**src/rtl/spi_wr_pkg.sv**
```systemverilog
package spi_wr_pkg;
   typedef enum logic [1:0] {
      PM_ADDR   = 2'd0,
      PM_DATA   = 2'd1,
      PM_STREAM = 2'd2
   } parse_mode_e;

   localparam int HDR_ROW_BIT    = 7;
   localparam int HDR_STREAM_BIT = 6;
endpackage

```
**src/rtl/spi_wr_sync.sv**
```systemverilog
module spi_wr_sync #(
   parameter int               WIDTH   = 3,
   parameter int               STAGES  = 2,
   parameter logic [WIDTH-1:0] RST_VAL = '0
) (
   input  logic             clk,
   input  logic             rst_n,
   input  logic [WIDTH-1:0] d_async,
   output logic [WIDTH-1:0] d_sync
);
   generate
      if (STAGES < 2) begin : g_bad_stages
         $error("spi_wr_sync: STAGES must be at least 2");
      end
   endgenerate

   logic [WIDTH-1:0] stg [STAGES];

   always_ff @(posedge clk or negedge rst_n) begin
      if (!rst_n) stg[0] <= RST_VAL;
      else        stg[0] <= d_async;
   end

   generate
      for (genvar s = 1; s < STAGES; s++) begin : g_stage
         always_ff @(posedge clk or negedge rst_n) begin
            if (!rst_n) stg[s] <= RST_VAL;
            else        stg[s] <= stg[s-1];
         end
      end
   endgenerate

   assign d_sync = stg[STAGES-1];
endmodule

```
**src/rtl/spi_wr_shifter.sv**
```systemverilog
module spi_wr_shifter #(
   parameter int DATA_W = 8
) (
   input  logic              clk,
   input  logic              rst_n,
   input  logic              ss_hi,
   input  logic              sck_s,
   input  logic              mosi_s,
   output logic              byte_vld,
   output logic [DATA_W-1:0] byte_q
);
   localparam int CNT_W = (DATA_W > 1) ? $clog2(DATA_W) : 1;
   localparam logic [CNT_W-1:0] CNT_LAST = CNT_W'(DATA_W - 1);

   logic             sck_q;
   logic [CNT_W-1:0] bit_cnt;
   logic             sck_rise;

   assign sck_rise = sck_s & ~sck_q;

   always_ff @(posedge clk or negedge rst_n) begin
      if (!rst_n) begin
         sck_q    <= 1'b0;
         bit_cnt  <= '0;
         byte_vld <= 1'b0;
         byte_q   <= '0;
      end else begin
         sck_q    <= sck_s;
         byte_vld <= 1'b0;
         if (ss_hi) begin
            bit_cnt <= '0;
         end else if (sck_rise) begin
            byte_q <= {byte_q[DATA_W-2:0], mosi_s};
            if (bit_cnt == CNT_LAST) begin
               bit_cnt  <= '0;
               byte_vld <= 1'b1;
            end else begin
               bit_cnt <= bit_cnt + 1'b1;
            end
         end
      end
   end

   // a released select clears the bit position and yields no byte
   p_release_clears_r9: assert property (@(posedge clk) disable iff (!rst_n)
      ss_hi |=> (bit_cnt == '0) && !byte_vld);

   // a byte completes only on a shift-clock edge
   p_byte_on_edge_r2: assert property (@(posedge clk) disable iff (!rst_n)
      byte_vld |-> $past(sck_s) && !$past(sck_q));
endmodule

```
**src/rtl/spi_wr_parser.sv**
```systemverilog
module spi_wr_parser
   import spi_wr_pkg::*;
#(
   parameter int DATA_W = 8,
   parameter int ROW_W  = 4,
   parameter int COL_W  = 5
) (
   input  logic              clk,
   input  logic              rst_n,
   input  logic              ss_hi,
   input  logic              byte_vld,
   input  logic [DATA_W-1:0] byte_q,
   output logic              wr_en,
   output logic [ROW_W-1:0]  wr_row,
   output logic [COL_W-1:0]  wr_col,
   output logic [DATA_W-1:0] wr_data
);
   localparam logic [COL_W-1:0] COL_LAST = '1;

   parse_mode_e      mode;
   logic [ROW_W-1:0] cur_row;
   logic [COL_W-1:0] cur_col;

   always_ff @(posedge clk or negedge rst_n) begin
      if (!rst_n) begin
         mode    <= PM_ADDR;
         cur_row <= '0;
         cur_col <= '0;
         wr_en   <= 1'b0;
         wr_row  <= '0;
         wr_col  <= '0;
         wr_data <= '0;
      end else begin
         wr_en <= 1'b0;
         if (byte_vld) begin
            unique case (mode)
               PM_ADDR: begin
                  if (byte_q[HDR_ROW_BIT]) begin
                     cur_row <= byte_q[ROW_W-1:0];
                  end else begin
                     cur_col <= byte_q[COL_W-1:0];
                     mode    <= byte_q[HDR_STREAM_BIT] ? PM_STREAM : PM_DATA;
                  end
               end
               PM_DATA: begin
                  wr_en   <= 1'b1;
                  wr_row  <= cur_row;
                  wr_col  <= cur_col;
                  wr_data <= byte_q;
                  mode    <= PM_ADDR;
               end
               PM_STREAM: begin
                  wr_en   <= 1'b1;
                  wr_row  <= cur_row;
                  wr_col  <= cur_col;
                  wr_data <= byte_q;
                  cur_col <= cur_col + 1'b1;
                  if (cur_col == COL_LAST) cur_row <= cur_row + 1'b1;
               end
               default: mode <= PM_ADDR;
            endcase
         end
         if (ss_hi) mode <= PM_ADDR;
      end
   end

   // the strobe never lasts two cycles
   p_strobe_single_r11: assert property (@(posedge clk) disable iff (!rst_n)
      wr_en |=> !wr_en);

   // continuous mode holds while the select stays low
   p_stream_sticky_r8: assert property (@(posedge clk) disable iff (!rst_n)
      (mode == PM_STREAM && !ss_hi) |=> mode == PM_STREAM);

   // column wrap advances the row
   p_col_wrap_r7: assert property (@(posedge clk) disable iff (!rst_n)
      (mode == PM_STREAM && byte_vld && cur_col == COL_LAST)
      |=> cur_col == '0 && cur_row == $past(cur_row) + 1'b1);

   // a row header loads the row and writes nothing
   p_row_hdr_r3: assert property (@(posedge clk) disable iff (!rst_n)
      (mode == PM_ADDR && byte_vld && byte_q[HDR_ROW_BIT])
      |=> cur_row == $past(byte_q[ROW_W-1:0]) && !wr_en);

   // released select leaves the parser expecting an address
   p_release_addr_r9: assert property (@(posedge clk) disable iff (!rst_n)
      ss_hi |=> mode == PM_ADDR);
endmodule

```
**src/rtl/spi_ram_writer.sv**
```systemverilog
module spi_ram_writer #(
   parameter int DATA_W      = 8,
   parameter int ROW_W       = 4,
   parameter int COL_W       = 5,
   parameter int SYNC_STAGES = 2
) (
   input  logic              clk,
   input  logic              rst_n,
   input  logic              ss_n,
   input  logic              sck,
   input  logic              mosi,
   output logic              wr_en,
   output logic [ROW_W-1:0]  wr_row,
   output logic [COL_W-1:0]  wr_col,
   output logic [DATA_W-1:0] wr_data
);
   generate
      if (DATA_W != 8) begin : g_bad_data
         $error("spi_ram_writer: header decode needs DATA_W of 8");
      end
      if (ROW_W < 1 || ROW_W > DATA_W - 1) begin : g_bad_row
         $error("spi_ram_writer: ROW_W must fit below the row flag bit");
      end
      if (COL_W < 1 || COL_W > DATA_W - 2) begin : g_bad_col
         $error("spi_ram_writer: COL_W must fit below the stream flag bit");
      end
   endgenerate

   logic [2:0]        pins_s;
   logic              byte_vld;
   logic [DATA_W-1:0] byte_q;

   spi_wr_sync #(
      .WIDTH   (3),
      .STAGES  (SYNC_STAGES),
      .RST_VAL (3'b001)
   ) u_sync (
      .clk     (clk),
      .rst_n   (rst_n),
      .d_async ({mosi, sck, ss_n}),
      .d_sync  (pins_s)
   );

   spi_wr_shifter #(
      .DATA_W (DATA_W)
   ) u_shift (
      .clk      (clk),
      .rst_n    (rst_n),
      .ss_hi    (pins_s[0]),
      .sck_s    (pins_s[1]),
      .mosi_s   (pins_s[2]),
      .byte_vld (byte_vld),
      .byte_q   (byte_q)
   );

   spi_wr_parser #(
      .DATA_W (DATA_W),
      .ROW_W  (ROW_W),
      .COL_W  (COL_W)
   ) u_parse (
      .clk      (clk),
      .rst_n    (rst_n),
      .ss_hi    (pins_s[0]),
      .byte_vld (byte_vld),
      .byte_q   (byte_q),
      .wr_en    (wr_en),
      .wr_row   (wr_row),
      .wr_col   (wr_col),
      .wr_data  (wr_data)
   );

   // with select high at the pin long enough, no write appears
   p_idle_no_write_r10: assert property (@(posedge clk) disable iff (!rst_n)
      (pins_s[0] && $past(pins_s[0])) |-> !wr_en);
endmodule

```
**config.mk**
```make
export PLATFORM = sky130hd
export DESIGN_NAME = spi_ram_writer
export DESIGN_NICKNAME = d
export VERILOG_FILES = /design/src/rtl/spi_wr_pkg.sv /design/src/rtl/spi_wr_sync.sv /design/src/rtl/spi_wr_shifter.sv /design/src/rtl/spi_wr_parser.sv /design/src/rtl/spi_ram_writer.sv
export SDC_FILE = /design/constraint.sdc
export NUM_CORES = 1
export LEC_CHECK = 0
export BUFFER_PORTS_ARGS = -buffer_cell sky130_fd_sc_hd__buf_2
export CORE_MARGIN = 1.5
export CORE_UTILIZATION = 51
export CTS_CLUSTER_SIZE = 20
export DETAILED_ROUTE_END_ITERATION = 10
export GPL_TIMING_DRIVEN = 0
export PLACE_DENSITY = 0.81
export SLEW_MARGIN = 0
export SYNTH_ARGS = -nofsm -noshare
export SYNTH_HDL_FRONTEND = slang
export SYNTH_SLANG_ARGS = --single-unit
```
**constraint.sdc**
```tcl
create_clock -name clk -period 1.7 [get_ports clk]
set_clock_uncertainty 0.15 [all_clocks]
set_input_delay 0 -clock clk [delete_from_list [all_inputs] [get_ports clk]]
set_output_delay 0 -clock clk [all_outputs]
set_load 0.1 [all_outputs]
```
==> results of run 1 <==
## synthesized netlist by cell type (2+ instances only)
cell type,number
sky130_fd_sc_hd__dfstp_2,2
sky130_fd_sc_hd__mux2_1,18
sky130_fd_sc_hd__dfrtp_1,46
sky130_fd_sc_hd__ha_1,7
sky130_fd_sc_hd__a211oi_1,2
sky130_fd_sc_hd__mux2_2,8
sky130_fd_sc_hd__mux2i_1,6
sky130_fd_sc_hd__buf_2,2
sky130_fd_sc_hd__nor2_1,9
sky130_fd_sc_hd__nand4_1,2
sky130_fd_sc_hd__a21oi_1,7
sky130_fd_sc_hd__nand2_1,5
sky130_fd_sc_hd__inv_1,4
sky130_fd_sc_hd__nand3_1,6
sky130_fd_sc_hd__and3_1,2
sky130_fd_sc_hd__o21ai_1,3
sky130_fd_sc_hd__nor3_1,7
## cells by family after synthesis
| group | after synthesis | synth area share |
|---|---|---|
| DFF | 48 | 0.6077 |
| muxes | 33 | 0.1857 |
| and+or+nand+nor | 36 | 0.09034 |
| adders and majority gates | 7 | 0.04422 |
| AOI/OAI and AO/OA | 16 | 0.05180 |
| buffers and inverters | 9 | 0.02021 |
## per-stage QoR
step | hold slack [ps] | power (mW) | cell area [um^2] | instances
CTS | 173.9 | 2.306 | 2400 | 235
global route | 172.7 | 2.413 | 2436 | 238
global placement | -44.54 | 1.490 | 2162 | 219
detailed placement | -42.83 | 1.500 | 2162 | 219
finish | 183.4 | 2.292 | 2436 | 238
floorplan | -445.6 | 1.421 | 1992 | 149
## routing by layer
layer	GRT usage	vias to the layer above
li1	-	602
met2	0.3393	27
met1	0.2290	648
met3	0.06164	9
met5	0	-
met4	0.08333	0
## report_power, final
| part | internal (mW) | switching (mW) | total, mW |
|---|---|---|---|
| Sequential | 1.23 | 0.0964 | 1.33 |
| Combinational | 0.0780 | 0.0877 | 0.166 |
| Clock | 0.436 | 0.363 | 0.800 |
| Total | 1.74 | 0.548 | 2.29 |
## area by class of cell
cell class                      count  area share
Multi-Input combinational cell     92      0.3282
Buffer                              4     0.01284
Timing Repair Buffer               33     0.08834
Inverter                            5    0.007704
Tap cell                           48     0.02465
Clock buffer                        6     0.02979
Clock inverter                      2     0.01438
Sequential cell                    48      0.4941
## worst max-delay path: cells and delay by family (launching register included)
family	cells	cell delay, ps
buffers and inverters	1	140
adder cells (fa/ha/maj)	2	340
AO/OA/AOI/OAI	1	220
flip-flops	1	390
multiplexers	1	290
AND/OR/NAND/NOR	1	150
## how the worst max path moves through the flow
stage                             from                  to  depth (start not counted)  slack (ps)
floorplan           u_parse.cur_col[0]  u_parse.cur_row[0]                          6         -60
global placement       u_parse.mode[0]  u_parse.wr_data[1]                          5        -170
detailed placement     u_parse.mode[0]   u_parse.wr_row[3]                          5        -210
CTS                 u_parse.cur_col[0]  u_parse.cur_row[0]                          6         -90
global route        u_parse.cur_col[1]  u_parse.cur_row[0]                          6        -130
finish              u_parse.cur_col[1]  u_parse.cur_row[0]                          6         -90
## sequential cells by signal (all words and copies together) (netlist names)
| name | cells |
|---|---|
| u_parse.wr_data | 8 |
| u_shift.byte_q | 8 |
| u_parse.cur_col | 5 |
| u_parse.wr_col | 5 |
| u_parse.cur_row | 4 |
| u_parse.wr_row | 4 |
| u_shift.bit_cnt | 3 |
| u_sync.d_sync | 3 |
| u_sync.stg | 3 |
| u_parse.mode | 2 |
| u_parse.wr_en | 1 |
| u_shift.byte_vld | 1 |
| u_shift.sck_q | 1 |
## timing repair
action	4_1_cts	5_1_grt
setup buffers	4	3
gates cloned	0	0
hold buffers	4	0
pin swaps	2	1
hold endpoints to repair	49	0
resized for setup	10	3
endpoints found under the setup margin	15	15
==> flow_summary_export.csv, run 1 <==
group,metric,value,unit
status,status,"complete, but fails checks",
status,violations,"setup timing",
yosys,yosysSeqAreaShare,0.6077,
final_layout,regArea,1204,um^2
clock_tree,clock_sink_count,48,
setup_path,worstSetupStartpointType,"register",
detailed_routing,drt_wl_total,3678,um
worst_hold_path,hold-path-endpoint,"u_sync.stg[5]",
yosys,synthesized_instance_count,149,
detailed_routing,post-route-drc-count,0,
yosys,proportion_of_register_bits_with_asynchronous_set_or_reset_after_synthesis,1.000,
placed_design,detailedPlace.worstSlack,-214.2,ps
yosys,yosys_register_bits,48,
grt,gr-usage-all-layers,0.1979,
detailed_routing,antenna_left,0,
detailed_routing,initialDrtViolationCount,44,
detailed_routing,routedLengthMet1,1500,um
clock_tree,clock-root-buffer,"sky130_fd_sc_hd__clkbuf_8",
yosys,synth-edff-count,0,
setup_path,critical_path.cell_chain,"ha_2 > and3_4 > ha_4 > o221a_1 > buf_6 > mux2_4",
grt,first_global_vias,1366,
die,floorplan.initialDensity,0.5370,
setup_path,r2r-end,"u_parse.cur_row[0]",
worst_hold_path,startpoint_of_the_most_critical_hold_path,"mosi",
die,fp.dieArea,4267,um^2
clock_tree,clk-insertion-delay-late,300,ps
power_and_ir_drop,powerDensity,940.9,nW/um^2
detailed_routing,route.vias.total,1286,
clock_tree,tritoncts,"yes",
final_layout,drive_gt1_frac,0.3316,
grt,antenna_violations_before_repair,0,
timing,fin_ws,-85.61,ps
setup_path,delay_of_the_slowest_cell_on_the_worst_path,390,ps
detailed_routing,routed-wl-met3,145,um
setup_path,crit_path_end_kind,"register",
setup_path,r2r_slack,-90,ps
placed_design,place.gp.congestion,0.7581,
grt,grt-ovfl-total,0,
grt,grt_start_max_net_pins,49,
power_and_ir_drop,p_leak,1.295,nW
final_layout,multi_input_comb_area,799.5,um^2
detailed_routing,vias_per_cell,5.403,
detailed_routing,highest-signal-layer,"met4",
clock_tree,tritoncts.num_buffers,5,
yosys,syn-num-nets,161,
final_layout,most_common_cell_after_layout_fill_and_taps_aside,"sky130_fd_sc_hd__dfrtp_1",
timing,timing.max_slew.rel_slack,0.3218,
job,maxCapViolations,0,
setup_path,worstSetupPathType,"register to register",
clock_tree,clkSlewWorstSetupHoldPaths,80,ps
yosys,synth_area_leaders,"sky130_fd_sc_hd__dfrtp_1 58%, sky130_fd_sc_hd__mux2_1 10%, sky130_fd_sc_hd__mux2_2 4.5%, sky130_fd_sc_hd__ha_1 4.4%, sky130_fd_sc_hd__mux2i_1 3.0%",
yosys,yosys.area.top_type,"sky130_fd_sc_hd__dfrtp_1",
timing,rsz0062_at_grt,"yes",
setup_path,cp_arrival,1830,ps
yosys,dominantRegCellSynth,"sky130_fd_sc_hd__dfrtp_1",
power_and_ir_drop,vdd_drop_max,657.0,uV
clock_tree,cts.path.max_buffers,2,
die,core-area,3689,um^2
placed_design,hpwlAfterDp,2259,um
final_layout,post-route-util,0.6604,
setup_path,worst_reg_to_reg_cells,6,
worst_hold_path,hold_depth,2,
die,io_pins,23,
final_layout,nets,201,
grt,grt_first_pass_wirelength,6203,um
setup_path,crit_fanout,8,
timing,worst_slew_pin_slew,1017,ps
timing,timing.fmax,560.0,MHz
timing,period_needed,1786,ps
setup_path,worst_r2r_startpoint,"u_parse.cur_col[1]",
final_layout,top_library_cells_by_usage_in_the_layout_fill_and_taps_aside,"46 x sky130_fd_sc_hd__dfrtp_1, 23 x sky130_fd_sc_hd__buf_2, 18 x sky130_fd_sc_hd__mux2_1",
setup_path,crit_required,1740,ps
clock_tree,cts.htree.levels,2,
final_layout,filler_cell_count,283,
die,die_width,65.32,um
yosys,synth.lib_cells_used.distinct,30,
yosys,mappedNetlistArea,1981,um^2
detailed_routing,wl_met2,1965,um
detailed_routing,drt-pass1-iter-count,4,
final_layout,flow.area_growth_from_synthesis,22.99,%
worst_hold_path,hold_path.class,"primary input to register",
die,num_rows,22,
timing,setup_viol,3,
timing,final_max_slew_viol_count,0,
setup_path,critical_path.slowest_cell,"sky130_fd_sc_hd__dfrtp_1",
timing,final_min_period_over_clock_period,1.050,
final_layout,diodes,0,
timing,setup_total_negative_slack,-101.1,ps
timing,timing_hold_violations_final,0,
yosys,post_synth.cell_area_avg,13.29,um^2
die,die_h,65.32,um
detailed_routing,wire_per_inst,15.45,um
yosys,synthDominantCellAreaShare,0.5812,
yosys,yosys_warnings,0,
placed_design,io_buffer_count,22,
Power figures use the tool's default switching activity.
==> run 2: changes to the inputs <==
- BUFFER_PORTS_ARGS: -buffer_cell sky130_fd_sc_hd__buf_2 -> -buffer_cell sky130_fd_sc_hd__buf_4
- REMOVE_ABC_BUFFERS: default -> 1
- SKIP_LAST_GASP: default -> 1
==> run 2 against run 1 <==
Against the previous run: the flow still finishes with violations (setup timing); sequential power hardly changed; design area is 1.6% higher; first-iteration DRC count is 16% higher; register-to-register slack better by 20 ps; clock power hardly changed; cell count is 2.1% lower; flip-flop and latch count stayed put; critical endpoint unchanged; largest power group unchanged; critical path depth is 1 lower; clock-buffer cell count is 1 lower; non-clock buffer count is 5 lower.
==> flow_summary_export.csv, run 2 (same netlist as run 1, synthesis figures left out) <==
group,metric,value,unit
final_layout,filler_cell_count,281,
final_layout,nets,196,
placed_design,place.gp.congestion,0.8075,
setup_path,crit_fanout,8,
timing,final_max_slew_viol_count,0,
grt,gr-usage-all-layers,0.1915,
setup_path,crit_required,1740,ps
placed_design,io_buffer_count,22,
timing,hold-worst-slack,85.86,ps
power_and_ir_drop,p_sw,0.5645,mW
detailed_routing,route.vias.total,1285,
detailed_routing,highest-signal-layer,"met4",
power_and_ir_drop,p_clk_frac,0.348,
clock_tree,clock-root-buffer,"sky130_fd_sc_hd__clkbuf_8",
worst_hold_path,hold_path.class,"primary input to asynchronous set/reset pin",
final_layout,final_cell_count_no_fill,233,
placed_design,detailedPlace.worstSlack,-526.3,ps
setup_path,worstSetupPathType,"register to register",
placed_design,hpwlAfterDp,2287,um
timing,setup_total_negative_slack,-83.94,ps
die,floorplan.initialDensity,0.5370,
clock_tree,tritoncts,"yes",
status,status,"complete, but fails checks",
final_layout,flow.area_growth_from_synthesis,24.95,%
detailed_routing,initialDrtViolationCount,51,
setup_path,worst_setup_path_startpoint,"u_parse.cur_col[0]",
power_and_ir_drop,powerDensity,933.9,nW/um^2
timing,final_min_period_over_clock_period,1.038,
setup_path,crit_path_end_kind,"register",
die,num_rows,22,
setup_path,worstSetupStartpointType,"register",
power_and_ir_drop,power.share.switching,0.2442,
final_layout,post-route-util,0.6710,
timing,timing.max_slew.rel_slack,0.6133,
final_layout,top_library_cells_by_usage_in_the_layout_fill_and_taps_aside,"46 x sky130_fd_sc_hd__dfrtp_1, 28 x sky130_fd_sc_hd__buf_4, 18 x sky130_fd_sc_hd__mux2_1",
clock_tree,cts.htree.levels,2,
die,core-area,3689,um^2
placed_design,number_of_cells_in_the_design_after_placement,215,
detailed_routing,drt-pass1-iter-count,4,
setup_path,worst_r2r_startpoint,"u_parse.cur_col[0]",
detailed_routing,vias_per_cell,5.515,
detailed_routing,wl_met2,1862,um
grt,antenna_violations_before_repair,0,
status,violations,"setup timing",
clock_tree,clock_sink_count,48,
die,die_width,65.32,um
setup_path,cp_arrival,1810,ps
final_layout,most_common_cell_after_layout_fill_and_taps_aside,"sky130_fd_sc_hd__dfrtp_1",
clock_tree,tritoncts.num_buffers,5,
detailed_routing,routed-wl-met3,152,um
die,die_h,65.32,um
power_and_ir_drop,p_leak,1.274,nW
timing,setup_viol,2,
final_layout,drive_gt1_frac,0.3405,
clock_tree,cts.path.max_buffers,2,
detailed_routing,wire_per_inst,15.57,um
timing,period_needed,1765,ps
clock_tree,clkSlewWorstSetupHoldPaths,90,ps
grt,first_global_vias,1361,
final_layout,top_regs,"u_parse.wr_data: 8 flops, u_shift.byte_q: 8 flops",
timing,rsz0062_at_grt,"yes",
final_layout,diodes,0,
job,maxCapViolations,0,
detailed_routing,routedLengthMet1,1566,um
detailed_routing,drt_wl_total,3628,um
power_and_ir_drop,vdd_drop_max,657.6,uV
power_and_ir_drop,pwr-share-comb,0.076,
grt,grt_first_pass_wirelength,6182,um
timing,timing_hold_violations_final,0,
timing,timing.fmax,566.5,MHz
die,io_pins,23,
die,fp.dieArea,4267,um^2
clock_tree,clk-insertion-delay-late,300,ps
timing,fin_ws,-65.25,ps
grt,grt-ovfl-total,0,
grt,grt_start_max_net_pins,49,
timing,worst_slew_pin_slew,580.0,ps
power_and_ir_drop,power.sequential.fraction,0.576,
detailed_routing,post-route-drc-count,0,
detailed_routing,antenna_left,0,
power_and_ir_drop,internal_power,1.747,mW
run 2: layout make-up:
class | instances | area (um^2) | area share
Clock buffer | 5 | 68.82 | 0.02781
Clock inverter | 3 | 42.54 | 0.01719
Inverter | 5 | 18.77 | 0.007583
Multi-Input combinational cell | 92 | 830.8 | 0.3357
Sequential cell | 48 | 1204 | 0.4863
Tap cell | 48 | 60.06 | 0.02427
Timing Repair Buffer | 32 | 250.2 | 0.1011
run 2: power groups by stage:
stage	clock network [mW]	logic [mW]	registers (mW)
2_1_floorplan	0	0.111	1.31
5_1_grt	0.866	0.200	1.35
3_5_place_dp	0	0.163	1.35
3_3_place_gp	0	0.151	1.34
4_1_cts	0.817	0.171	1.32
6_report	0.803	0.176	1.33
run 2: final timing paths:
path	slack, ps	cells after the start	to
max in group asynchronous	920	2	u_shift.byte_q[0]
max	-70	5	u_parse.cur_row[0]
max reg2reg	-70	5	u_parse.cur_row[0]
min in group clk	190	2	u_sync.stg[3]
min	90	2	u_parse.wr_col[3]
min reg2reg	210	0	u_sync.d_sync[0]
run 2: per-layer routing:
metal | up-vias | track usage
met5 | - | 0
met4 | 0 | 0.08073
met3 | 6 | 0.05993
met2 | 32 | 0.3214
met1 | 649 | 0.2273
li1 | 598 | -
run 2: worst max-delay path: stages (launching register included):
cell and delay (ps):
sky130_fd_sc_hd__dfrtp_1 410, sky130_fd_sc_hd__ha_2 200, sky130_fd_sc_hd__and3_4 180, sky130_fd_sc_hd__ha_4 150
sky130_fd_sc_hd__o221a_4 260, sky130_fd_sc_hd__mux2_4 300
run 2: metrics by stage:
| step | total power, mW | area, um^2 |
|---|---|---|
| after floorplan | 1.420 | 1959 |
| final | 2.311 | 2475 |
| after CTS | 2.313 | 2407 |
| after global routing | 2.416 | 2475 |
| after detailed placement | 1.510 | 2185 |
| after global placement | 1.491 | 2185 |
run 2: timing repair:
item | 4_1_cts | 5_1_grt
endpoints found under the hold margin | 51 | 0
hold buffers | 4 | 0
setup endpoints to repair | 28 | 25
pin swaps | 3 | 2
resized for setup | 8 | 11
setup buffers | 5 | 1
